===== config.mk =====
export PLATFORM = sky130hd
export DESIGN_NAME = auxq_engine
export DESIGN_NICKNAME = d
export VERILOG_FILES = /design/src/rtl/auxq_pkg.sv /design/src/rtl/auxq_hdr_pack.sv /design/src/rtl/auxq_word_fmt.sv /design/src/rtl/auxq_tag_check.sv /design/src/rtl/auxq_engine.sv
export SDC_FILE = /design/constraint.sdc
export NUM_CORES = 1
export LEC_CHECK = 0
export ABC_CLOCK_PERIOD_IN_PS = 5100
export BUFFER_PORTS_ARGS = -buffer_cell sky130_fd_sc_hd__buf_2
export CORE_ASPECT_RATIO = 1.2
export CORE_MARGIN = 2
export CORE_UTILIZATION = 55
export DETAILED_ROUTE_END_ITERATION = 12
export MAX_ROUTING_LAYER = met4
export PLACE_DENSITY = 0.88
export SYNTH_ARGS = -nofsm -noshare
export SYNTH_HDL_FRONTEND = slang
export SYNTH_SLANG_ARGS = --single-unit

===== constraint.sdc =====
create_clock -name clk -period 5.1 [get_ports clk]
set_input_delay 0.51 -clock clk [delete_from_list [all_inputs] [get_ports clk]]
set_output_delay 0.51 -clock clk [all_outputs]
set_load 0.03 [all_outputs]

===== src/rtl/auxq_pkg.sv =====
package auxq_pkg;
   typedef enum logic [2:0] {
      S_IDLE, S_PUSH, S_CTRL, S_WAIT, S_RDCMD, S_DROP, S_UNLOAD, S_RESP
   } auxq_state_e;

   localparam logic [1:0] ST_OK     = 2'd0;
   localparam logic [1:0] ST_REFUSE = 2'd1;
   localparam logic [1:0] ST_LINK   = 2'd2;

   localparam int W_BYTE_LSB = 8;
   localparam int W_TAG_LSB  = 16;
   localparam int W_STROBE   = 24;
   localparam int W_RDSEL    = 25;
   localparam int W_IRESET   = 31;

   localparam int HDR_BYTES = 4;
endpackage


===== src/rtl/auxq_hdr_pack.sv =====
module auxq_hdr_pack #(
   parameter int ADDR_W = 20,
   parameter int LEN_W  = 8
) (
   input  logic [ADDR_W-1:0] addr,
   input  logic              rd,
   input  logic [LEN_W-1:0]  len,
   input  logic [1:0]        sel,
   output logic [7:0]        hdr_byte
);
   logic [7:0] len_m1;
   assign len_m1 = 8'(len) - 8'd1;

   always_comb begin
      unique case (sel)
         2'd0:    hdr_byte = {3'b000, rd, addr[19:16]};
         2'd1:    hdr_byte = addr[15:8];
         2'd2:    hdr_byte = addr[7:0];
         default: hdr_byte = len_m1;
      endcase
   end
endmodule


===== src/rtl/auxq_word_fmt.sv =====
module auxq_word_fmt
   import auxq_pkg::*;
(
   input  logic [7:0]  data,
   input  logic        ireset,
   input  logic        strobe,
   input  logic        rdsel,
   output logic [31:0] word
);
   always_comb begin
      word = '0;
      word[W_BYTE_LSB +: 8] = data;
      word[W_STROBE]        = strobe;
      word[W_RDSEL]         = rdsel;
      word[W_IRESET]        = ireset;
   end
endmodule


===== src/rtl/auxq_tag_check.sv =====
module auxq_tag_check
   import auxq_pkg::*;
#(
   parameter int LEN_W       = 8,
   parameter bit CHECK_INDEX = 1'b1
) (
   input  logic [31:0]      entry,
   input  logic [LEN_W-1:0] expect_idx,
   output logic             match,
   output logic [7:0]       data
);
   assign data = entry[W_BYTE_LSB +: 8];

   generate
      if (CHECK_INDEX) begin : g_strict
         assign match = (entry[W_TAG_LSB +: 8] == 8'(expect_idx));
      end else begin : g_trust
         assign match = 1'b1;
      end
   endgenerate

   logic unused_bits;
   assign unused_bits = ^{entry[7:0], entry[31:24], expect_idx};
endmodule


===== src/rtl/auxq_engine.sv =====
module auxq_engine
   import auxq_pkg::*;
#(
   parameter int ADDR_W      = 20,
   parameter int LEN_W       = 8,
   parameter int FIFO_BUDGET = 128,
   parameter bit CHECK_INDEX = 1'b1
) (
   input  logic              clk,
   input  logic              rst_n,
   input  logic              req_valid,
   input  logic              req_read,
   input  logic              req_native,
   input  logic              req_no_addr,
   input  logic              req_no_stop,
   input  logic [ADDR_W-1:0] req_addr,
   input  logic [LEN_W-1:0]  req_len,
   output logic [LEN_W-1:0]  pay_idx,
   input  logic [7:0]        pay_byte,
   output logic              fifo_wr_en,
   output logic [31:0]       fifo_wr_word,
   output logic              ctrl_wr_en,
   output logic [3:0]        ctrl_word,
   input  logic              done_in,
   input  logic              err_in,
   output logic              fifo_rd_en,
   input  logic [31:0]       fifo_rd_word,
   output logic              reply_we,
   output logic [LEN_W-1:0]  reply_idx,
   output logic [7:0]        reply_byte,
   output logic              busy,
   output logic              resp_valid,
   output logic [1:0]        resp_status,
   output logic [LEN_W-1:0]  resp_count
);
   localparam int CNT_W  = LEN_W + 2;
   localparam int MAX_WR = FIFO_BUDGET - HDR_BYTES;

   generate
      if (ADDR_W != 20) begin : g_bad_addr
         $error("auxq_engine: header layout needs a 20-bit address");
      end
      if (LEN_W > 8 || LEN_W < 1) begin : g_bad_len
         $error("auxq_engine: length must fit one header byte");
      end
      if (FIFO_BUDGET <= HDR_BYTES) begin : g_bad_budget
         $error("auxq_engine: FIFO budget must exceed header size");
      end
   endgenerate

   auxq_state_e       st_q;
   logic              rd_q, nat_q, noaddr_q, nostop_q;
   logic [ADDR_W-1:0] addr_q;
   logic [LEN_W-1:0]  len_q;
   logic [CNT_W-1:0]  cnt_q;
   logic [1:0]        status_q;
   logic [LEN_W-1:0]  count_q;

   logic [CNT_W-1:0]  push_total;
   logic [CNT_W-1:0]  pay_off;
   logic [7:0]        hdr_byte, push_byte;
   logic              tag_ok;
   logic [7:0]        tag_data;
   logic              refuse;

   assign push_total = rd_q ? CNT_W'(HDR_BYTES) : CNT_W'(HDR_BYTES) + CNT_W'(len_q);
   assign pay_off    = cnt_q - CNT_W'(HDR_BYTES);
   assign pay_idx    = pay_off[LEN_W-1:0];
   assign refuse     = !req_read && (CNT_W'(req_len) > CNT_W'(MAX_WR));

   auxq_hdr_pack #(.ADDR_W(ADDR_W), .LEN_W(LEN_W)) u_hdr (
      .addr(addr_q), .rd(rd_q), .len(len_q), .sel(cnt_q[1:0]), .hdr_byte(hdr_byte)
   );

   assign push_byte = (cnt_q < CNT_W'(HDR_BYTES)) ? hdr_byte : pay_byte;

   auxq_word_fmt u_fmt (
      .data   ((st_q == S_PUSH) ? push_byte : 8'h00),
      .ireset ((st_q == S_RDCMD) || (cnt_q == '0)),
      .strobe (st_q == S_PUSH),
      .rdsel  (st_q == S_RDCMD),
      .word   (fifo_wr_word)
   );

   auxq_tag_check #(.LEN_W(LEN_W), .CHECK_INDEX(CHECK_INDEX)) u_tag (
      .entry(fifo_rd_word), .expect_idx(cnt_q[LEN_W-1:0]), .match(tag_ok), .data(tag_data)
   );

   assign fifo_wr_en  = (st_q == S_PUSH) || (st_q == S_RDCMD);
   assign ctrl_wr_en  = (st_q == S_CTRL);
   assign ctrl_word   = {nostop_q & ~nat_q, noaddr_q & ~nat_q, ~nat_q, 1'b1};
   assign fifo_rd_en  = (st_q == S_DROP) || (st_q == S_UNLOAD);
   assign reply_we    = (st_q == S_UNLOAD) && tag_ok;
   assign reply_idx   = cnt_q[LEN_W-1:0];
   assign reply_byte  = tag_data;
   assign busy        = (st_q != S_IDLE);
   assign resp_valid  = (st_q == S_RESP);
   assign resp_status = status_q;
   assign resp_count  = count_q;

   logic unused_hi;
   assign unused_hi = ^pay_off[CNT_W-1:LEN_W];

   always_ff @(posedge clk or negedge rst_n) begin
      if (!rst_n) begin
         st_q     <= S_IDLE;
         rd_q     <= 1'b0;
         nat_q    <= 1'b0;
         noaddr_q <= 1'b0;
         nostop_q <= 1'b0;
         addr_q   <= '0;
         len_q    <= '0;
         cnt_q    <= '0;
         status_q <= ST_OK;
         count_q  <= '0;
      end else begin
         unique case (st_q)
            S_IDLE: if (req_valid) begin
               rd_q     <= req_read;
               nat_q    <= req_native;
               noaddr_q <= req_no_addr;
               nostop_q <= req_no_stop;
               addr_q   <= req_addr;
               len_q    <= req_len;
               cnt_q    <= '0;
               if (refuse) begin
                  status_q <= ST_REFUSE;
                  count_q  <= '0;
                  st_q     <= S_RESP;
               end else begin
                  st_q <= S_PUSH;
               end
            end
            S_PUSH: if (cnt_q == push_total - 1'b1) begin
               cnt_q <= '0;
               st_q  <= S_CTRL;
            end else begin
               cnt_q <= cnt_q + 1'b1;
            end
            S_CTRL: st_q <= S_WAIT;
            S_WAIT: if (err_in) begin
               status_q <= ST_LINK;
               count_q  <= '0;
               st_q     <= S_RESP;
            end else if (done_in) begin
               if (rd_q) begin
                  st_q <= S_RDCMD;
               end else begin
                  status_q <= ST_OK;
                  count_q  <= len_q;
                  st_q     <= S_RESP;
               end
            end
            S_RDCMD: st_q <= S_DROP;
            S_DROP: begin
               cnt_q <= '0;
               st_q  <= S_UNLOAD;
            end
            S_UNLOAD: if (!tag_ok) begin
               status_q <= ST_OK;
               count_q  <= cnt_q[LEN_W-1:0];
               st_q     <= S_RESP;
            end else if (cnt_q + 1'b1 == CNT_W'(len_q)) begin
               status_q <= ST_OK;
               count_q  <= len_q;
               st_q     <= S_RESP;
            end else begin
               cnt_q <= cnt_q + 1'b1;
            end
            default: st_q <= S_IDLE;
         endcase
      end
   end
endmodule


==> results.md, run 1 <==
* Status: complete, no violations
* YS warnings at 0
* WL final at 10.4 mm
* Layout area overhead at 7.39%
* CP Launch Type: flip-flop
* DP Worst Slack at 1550 ps
* CP cell instances: inv_1 > ha_1 > and2b_1 > nand2_1 > or4_1 > nor2_1 > o211ai_1 > and3_1 > o41a_1 > nor2_1 > a221oi_1
* Ports at 153
* Post-synthesis xor/xnor area fraction at 0.0996
* Average wire per standard cell at 16.6 um
* Antenna diodes at 0
* Most frequent cells in the layout: buf_2, dfrtp_1, nor2_1
* Critical Path Most Common Cell: nor2_1
* # nets final at 624
* Initial antenna violation count at 0
* Setup Viol. Count Final at 0
* DIE AREA at 0.00835 sq mm
* CTS tree: yes
* Clock root buffer: clkbuf_8
* Clock Latency Late Sink at 310 ps
* Post-synthesis compound-gate area fraction at 0.169
* Area post-placement at 0.00442 sq mm
* Hold-fix buffers, CTS at 0
* TritonCTS Buffers at 5
* Worst EP required at 5270 ps
* Leak at 0.00209 uW
* Top FF cell, synth: dfrtp_1
* DR top layer: met4
* Crit end category: flip-flop
* Post-synth EDFFs at 0
* Max Cap Viol at 0
* Slowest cell on crit path: o41a_1
* Design Power at 2470 uW
* HP Class: in2async
* Gr ovfl total at 0
* Clock sinks at 55
* WL met3 at 712 um
* Layout Cell Area excl Fill at 0.00451 sq mm
* Drt drc at 0
* Mux share of post-synthesis cell area at 0.0775
* CP arrival at 3830 ps
* Post-Synth Simple-Gate Area at 0.154
* Antenna-violating nets left at 0
* Clk_skew at 3.25 ps
* RSZ-0062 raised after global routing: no
* Chip width at 83.7 um
* Util after Layout at 0.616
* DR pass1 iterations at 5
* Power Dens Cells at 548 mW/mm^2
* Worst slew pin tran at 696 ps
* Row cnt at 34
* Gr usage total at 0.264
* Number of global-route vias before repair at 3730
* Min Clock Period, post-route at 3660 ps
* Final WS setup at 1440 ps
* Instance count of the mapped netlist at 483
* Synth Register Bits at 55
* Slowest stage delay, CP at 610 ps
* Main combinational cell family by area after synthesis: compound AO/OA/AOI/OAI gates
* DR vias/cell at 5.93
* Final period util at 0.718
* Core area at 0.00732 sq mm
* Fmax at 0.273 GHz
* Syn Area/Cell at 8.69 sq um
* Vias at 3720
* Worst VDD drop at 412 uV
* Clock Tree Buf Depth at 2
* Hpwl dp at 7.82 mm
* Distinct cells, synth at 59
* GPL Wtd Cong at 0.975
* Slew Viols, Final at 0
* Routed wl met2 at 5.25 mm
* First-pass GRT wire length at 17.5 mm
* Largest net degree at the start of global routing at 56
* Mapped Area at 0.00420 sq mm
* Commonest non-fill, non-tap cell in the layout: buf_2
* Initial DRC count at 380
* Final setup TNS at 0 ps
* Worst flop-to-flop path endpoint: cnt_q[3]$_DFFE_PN0P_
* Reg2reg start: len_q[2]$_DFFE_PN0P_
* Worst rel slew slack at 0.536
* Clk slew on worst S/H paths at 100 ps
* R2R Setup Slk at 1440 ps
* Chip Height at 99.7 um
* Cell taking the most area after synthesis: dfrtp_1
* Resize count post-CTS at 0
* CP Max Fanout at 12
* Share of cells above drive strength 1 at 0.277
* Worst setup path class: reg2reg
* Synth top area cells: dfrtp_1, buf_4, mux2_2
* Met1 WL at 4.04 mm
* I/O Buffers at 98
* Initial core utilization at 0.574
* Sequential share of the synthesized area at 0.328
* Ys async rst share at 1.00
* H-tree Lvls at 2
* Yosys top cell area share at 0.328
* Fin. Hold Viols at 0
* Fill count at 659
* Post-CTS Setup Repair Bufs at 0
* R2R depth at 11
* Adder-cell share of the synthesized area at 0.0328
[flip-flops by register name, indices dropped and copies added (netlist names)]
signal,count
cnt_q,10
resp_status,2
nostop_q,1
len_q,8
noaddr_q,1
st_q,3
nat_q,1
rd_q,1
addr_q,20
resp_count,8
[cell type report]
class | count | area [sq um] | share of cell area
well taps | 90 | 113 | 0.0250
flip-flops and latches | 55 | 1380 | 0.305
multi-input cells | 348 | 2320 | 0.515
clock inverters | 3 | 22.5 | 0.00500
clock buffers | 5 | 68.8 | 0.0153
repair buffers | 101 | 513 | 0.114
inverters | 25 | 93.8 | 0.0208
[how the worst max path moves through the flow]
stage	start	endpoint	cells past startpoint
floorplan	len_q[2]$_DFFE_PN0P_	cnt_q[0]$_DFFE_PN0P_	12
global placement	len_q[2]$_DFFE_PN0P_	cnt_q[3]$_DFFE_PN0P_	11
detailed placement	len_q[2]$_DFFE_PN0P_	cnt_q[3]$_DFFE_PN0P_	11
CTS	len_q[2]$_DFFE_PN0P_	cnt_q[3]$_DFFE_PN0P_	11
global route	len_q[2]$_DFFE_PN0P_	cnt_q[8]$_DFFE_PN0P_	11
finish	len_q[2]$_DFFE_PN0P_	cnt_q[3]$_DFFE_PN0P_	11
[cell families after synthesis]
family / after synthesis
AOI/OAI and AO/OA: 107
xor gates and xnor gates: 46
adders and majority gates: 11
buffers and inverters: 100
DFF: 55
muxes: 29
other: 2
and+or+nand+nor: 133
[power by group]
group | internal [uW] | switching (uW) | total (uW)
Combinational | 554 | 822 | 1380
Clock | 98.8 | 151 | 250
Sequential | 602 | 240 | 842
Total | 1260 | 1210 | 2470
[critical path, delay by kind of cell (launching register included)]
family / cells / cell delay [ps]
compound gates: 3 / 810
flops: 1 / 540
simple gates: 6 / 1600
buf+inv: 1 / 190
fa+ha+maj: 1 / 360
[metrics by stage]
step / std cells / hold WS [ps]
2_1_floorplan: 503 / 214
3_3_place_gp: 619 / 457
3_5_place_dp: 619 / 471
4_1_cts: 627 / 338
5_1_grt: 627 / 369
6_report: 627 / 317
[Yosys cell counts (6+ instances only)]
| cell type | number |
|---|---|
| inv_1 | 24 |
| o21ai_1 | 8 |
| xnor2_1 | 28 |
| a22oi_1 | 9 |
| nor2_1 | 42 |
| nor3_1 | 7 |
| mux2_2 | 28 |
| buf_2 | 6 |
| nand3_1 | 14 |
| a211oi_1 | 9 |
| xor2_1 | 16 |
| buf_4 | 48 |
| clkbuf_1 | 16 |
| nand2_1 | 33 |
| ha_1 | 11 |
| dfrtp_1 | 55 |
| o21ai_0 | 25 |
| a21oi_1 | 20 |
[per-layer routing]
metal	vias to the layer above	global-route usage
met5	-	-
met4	0	0.119
met1	1761	0.314
met3	37	0.0382
li1	1724	-
met2	198	0.445
(Power assumes the default switching activity.)
==> run 2, diff against run 1 <==
--- a/config.mk
+++ b/config.mk
@@ -5,14 +5,14 @@
 export SDC_FILE = /design/constraint.sdc
 export NUM_CORES = 1
 export LEC_CHECK = 0
-export ABC_CLOCK_PERIOD_IN_PS = 5100
+export ABC_CLOCK_PERIOD_IN_PS = 3180
 export BUFFER_PORTS_ARGS = -buffer_cell sky130_fd_sc_hd__buf_2
 export CORE_ASPECT_RATIO = 1.2
 export CORE_MARGIN = 2
-export CORE_UTILIZATION = 55
+export CORE_UTILIZATION = 46
 export DETAILED_ROUTE_END_ITERATION = 12
 export MAX_ROUTING_LAYER = met4
-export PLACE_DENSITY = 0.88
+export PLACE_DENSITY = 0.78
 export SYNTH_ARGS = -nofsm -noshare
 export SYNTH_HDL_FRONTEND = slang
 export SYNTH_SLANG_ARGS = --single-unit
==> constraint.sdc (replaced) <==
create_clock -name clk -period 3.18 [get_ports clk]
set_input_delay 0.318 -clock clk [delete_from_list [all_inputs] [get_ports clk]]
set_output_delay 0.318 -clock clk [all_outputs]
set_load 0.03 [all_outputs]
==> results.md, run 2 (synthesized netlist as in run 1, its figures left out) <==
* Min Clock Period, post-route at 2990 ps (-669 ps)
* I/O Buffers at 98 (unchanged)
* Critical Path Source: len_q[3]$_DFFE_PN0P_
* Worst VDD drop at 716 uV (+74%)
* Largest net degree at the start of global routing at 39 (-30%)
* DIE AREA at 0.00991 sq mm (+19%)
* Max Cap Viol at 0 (unchanged)
* Power Dens Cells at 881 mW/mm^2 (+61%)
* Biggest regs: addr_q x20, cnt_q x10
* Failing checks: negative hold slack
* Gr ovfl total at 0 (unchanged)
* H-tree Lvls at 2 (unchanged)
* Most frequent cells in the layout: buf_2, dfrtp_1, nor2_1
* DR vias/cell at 5.51 (-7.1%)
* Commonest non-fill, non-tap cell in the layout: buf_2
* Slowest cell on crit path: or4_4
* Share of cells above drive strength 1 at 0.323 (+0.0459)
* Chip Height at 109 um (+9.0%)
* Clk slew on worst S/H paths at 90 ps (about the same)
* Worst setup path class: reg2reg
* Clock Tree Buf Depth at 2 (unchanged)
* Hold slack at -8.11 ps (-325 ps)
* Leak at 0.00224 uW (+7.4%)
* Worst EP required at 3390 ps (-1880 ps)
* Core area at 0.00894 sq mm (+22%)
* Hold-fix buffers, CTS at 0 (unchanged)
* Vias at 3783 (+1.7%)
* Initial antenna violation count at 0 (unchanged)
* Antenna diodes at 0 (unchanged)
* Crit end category: flip-flop
* Fill count at 843 (+28%)
* CP Max Fanout at 4 (-8)
* Slew Viols, Final at 0 (unchanged)
* Row cnt at 38 (+12%)
* # nets final at 654 (+4.8%)
* Hpwl dp at 8.57 mm (+9.6%)
* Initial core utilization at 0.469 (-0.104)
* Area post-placement at 0.00466 sq mm (+5.6%)
* DR pass1 iterations at 5 (unchanged)
* Drt drc at 0 (unchanged)
* CTS tree: yes
* WL final at 11.0 mm (+6.0%)
* Number of global-route vias before repair at 3646 (-2.3%)
* Reg2reg start: len_q[3]$_DFFE_PN0P_
* Clk_skew at 5.40 ps (+2.14 ps)
* Worst rel slew slack at 0.589 (+0.0529)
* Worst flop-to-flop path endpoint: cnt_q[0]$_DFFE_PN0P_
* Layout area overhead at 14.4%
* Fin. Hold Viols at 26 (+26)
* TritonCTS Buffers at 5 (unchanged)
* Ports at 153 (unchanged)
* Worst slew pin tran at 610 ps (-85.9 ps)
* Largest register by flop count: addr_q
* Average wire per standard cell at 16.0 um (-3.1%)
* Layout Cell Area excl Fill at 0.00480 sq mm (+6.5%)
* CP Launch Type: flip-flop
* RSZ-0062 raised after global routing: no
* Final period util at 0.941 (+0.223)
* Slowest stage delay, CP at 440 ps (-170 ps)
* HP Class: in2async
* Initial DRC count at 270 (-29%)
* R2R depth at 11 (unchanged)
* Largest register FFs at 20 (unchanged)
* Critical Path End: cnt_q[0]$_DFFE_PN0P_
* Status: complete, but fails checks
* Gr usage total at 0.229 (-0.0352)
* Clock sinks at 55 (unchanged)
* CP cell instances: inv_1 > ha_1 > and2b_2 > nand2_1 > or4_4 > nor2_1 > o211ai_1 > and3_1 > o41a_1 > or2_1 > mux2_2
* Clock Latency Late Sink at 310 ps (about the same)
* First-pass GRT wire length at 17.7 mm (+1.1%)
* R2R Setup Slk at 190 ps (-1250 ps)
* Clock root buffer: clkbuf_8
* CP arrival at 3200 ps (-630 ps)
* Antenna-violating nets left at 0 (unchanged)
* Final setup TNS at 0 ps (unchanged)
* Fmax at 0.334 GHz (+22%)
* GPL Wtd Cong at 0.936 (-4.0%)
* Setup Viol. Count Final at 0 (unchanged)
* Chip width at 91.2 um (+8.9%)
## run 2: worst min path at each step
stage                     start                    end  slack [ps]  cells past startpoint
final                     rst_n    st_q[1]$_DFFE_PN0P_          -8                      1
after global routing      rst_n    st_q[2]$_DFFE_PN0P_          30                      1
after CTS                 rst_n    st_q[2]$_DFFE_PN0P_          10                      1
after detailed placement  rst_n    st_q[2]$_DFFE_PN0P_         350                      1
after global placement    rst_n    st_q[2]$_DFFE_PN0P_         350                      1
after floorplan           rst_n  addr_q[0]$_DFFE_PN0P_          20                      0
## run 2: layout make-up
type	count	area, sq um	area share
multi-input cells	348	2330	0.486
flip-flops and latches	55	1380	0.287
repair buffers	131	738	0.154
well taps	120	150	0.0313
inverters	25	93.8	0.0196
clock buffers	5	68.8	0.0143
clock inverters	2	37.5	0.00782
## run 2: worst max-delay path: cells and delay by family, from the launching register on
kind            cells  cell delay (ps)
flops               1              400
compound gates      2              470
simple gates        6             1370
fa+ha+maj           1              260
mux                 1              260
buf+inv             1              120
## run 2: metal layers
metal | GRT usage | wire, um | vias to the layer above
met1 | 0.272 | 4310 | 1804
met3 | 0.0290 | 598 | 30
met2 | 0.395 | 5770 | 171
met4 | 0.0942 | 324 | 0
li1 | - | - | 1778
met5 | - | 0 | -
## run 2: report_power, final
group	switching [uW]	total [uW]	internal [uW]
clock network	228	459	230
logic	1490	2530	1040
registers	269	1240	970
## run 2: timing repair
action	in CTS	in global routing
resized for setup	0	6
setup endpoints to repair	0	13
buffers inserted	0	2
## run 2: stage by stage
stage	setup slack, ps	hold slack, ps	cells	util	total power (uW)
after global placement	94.8	349	677	0.522	3650
after floorplan	183	22.4	503	-	3120
after detailed placement	21.7	353	677	0.522	3730
final	188	-8.11	686	0.537	4230
after CTS	6.52	12.2	684	0.534	4190
after global routing	16.2	28.8	686	0.537	4530
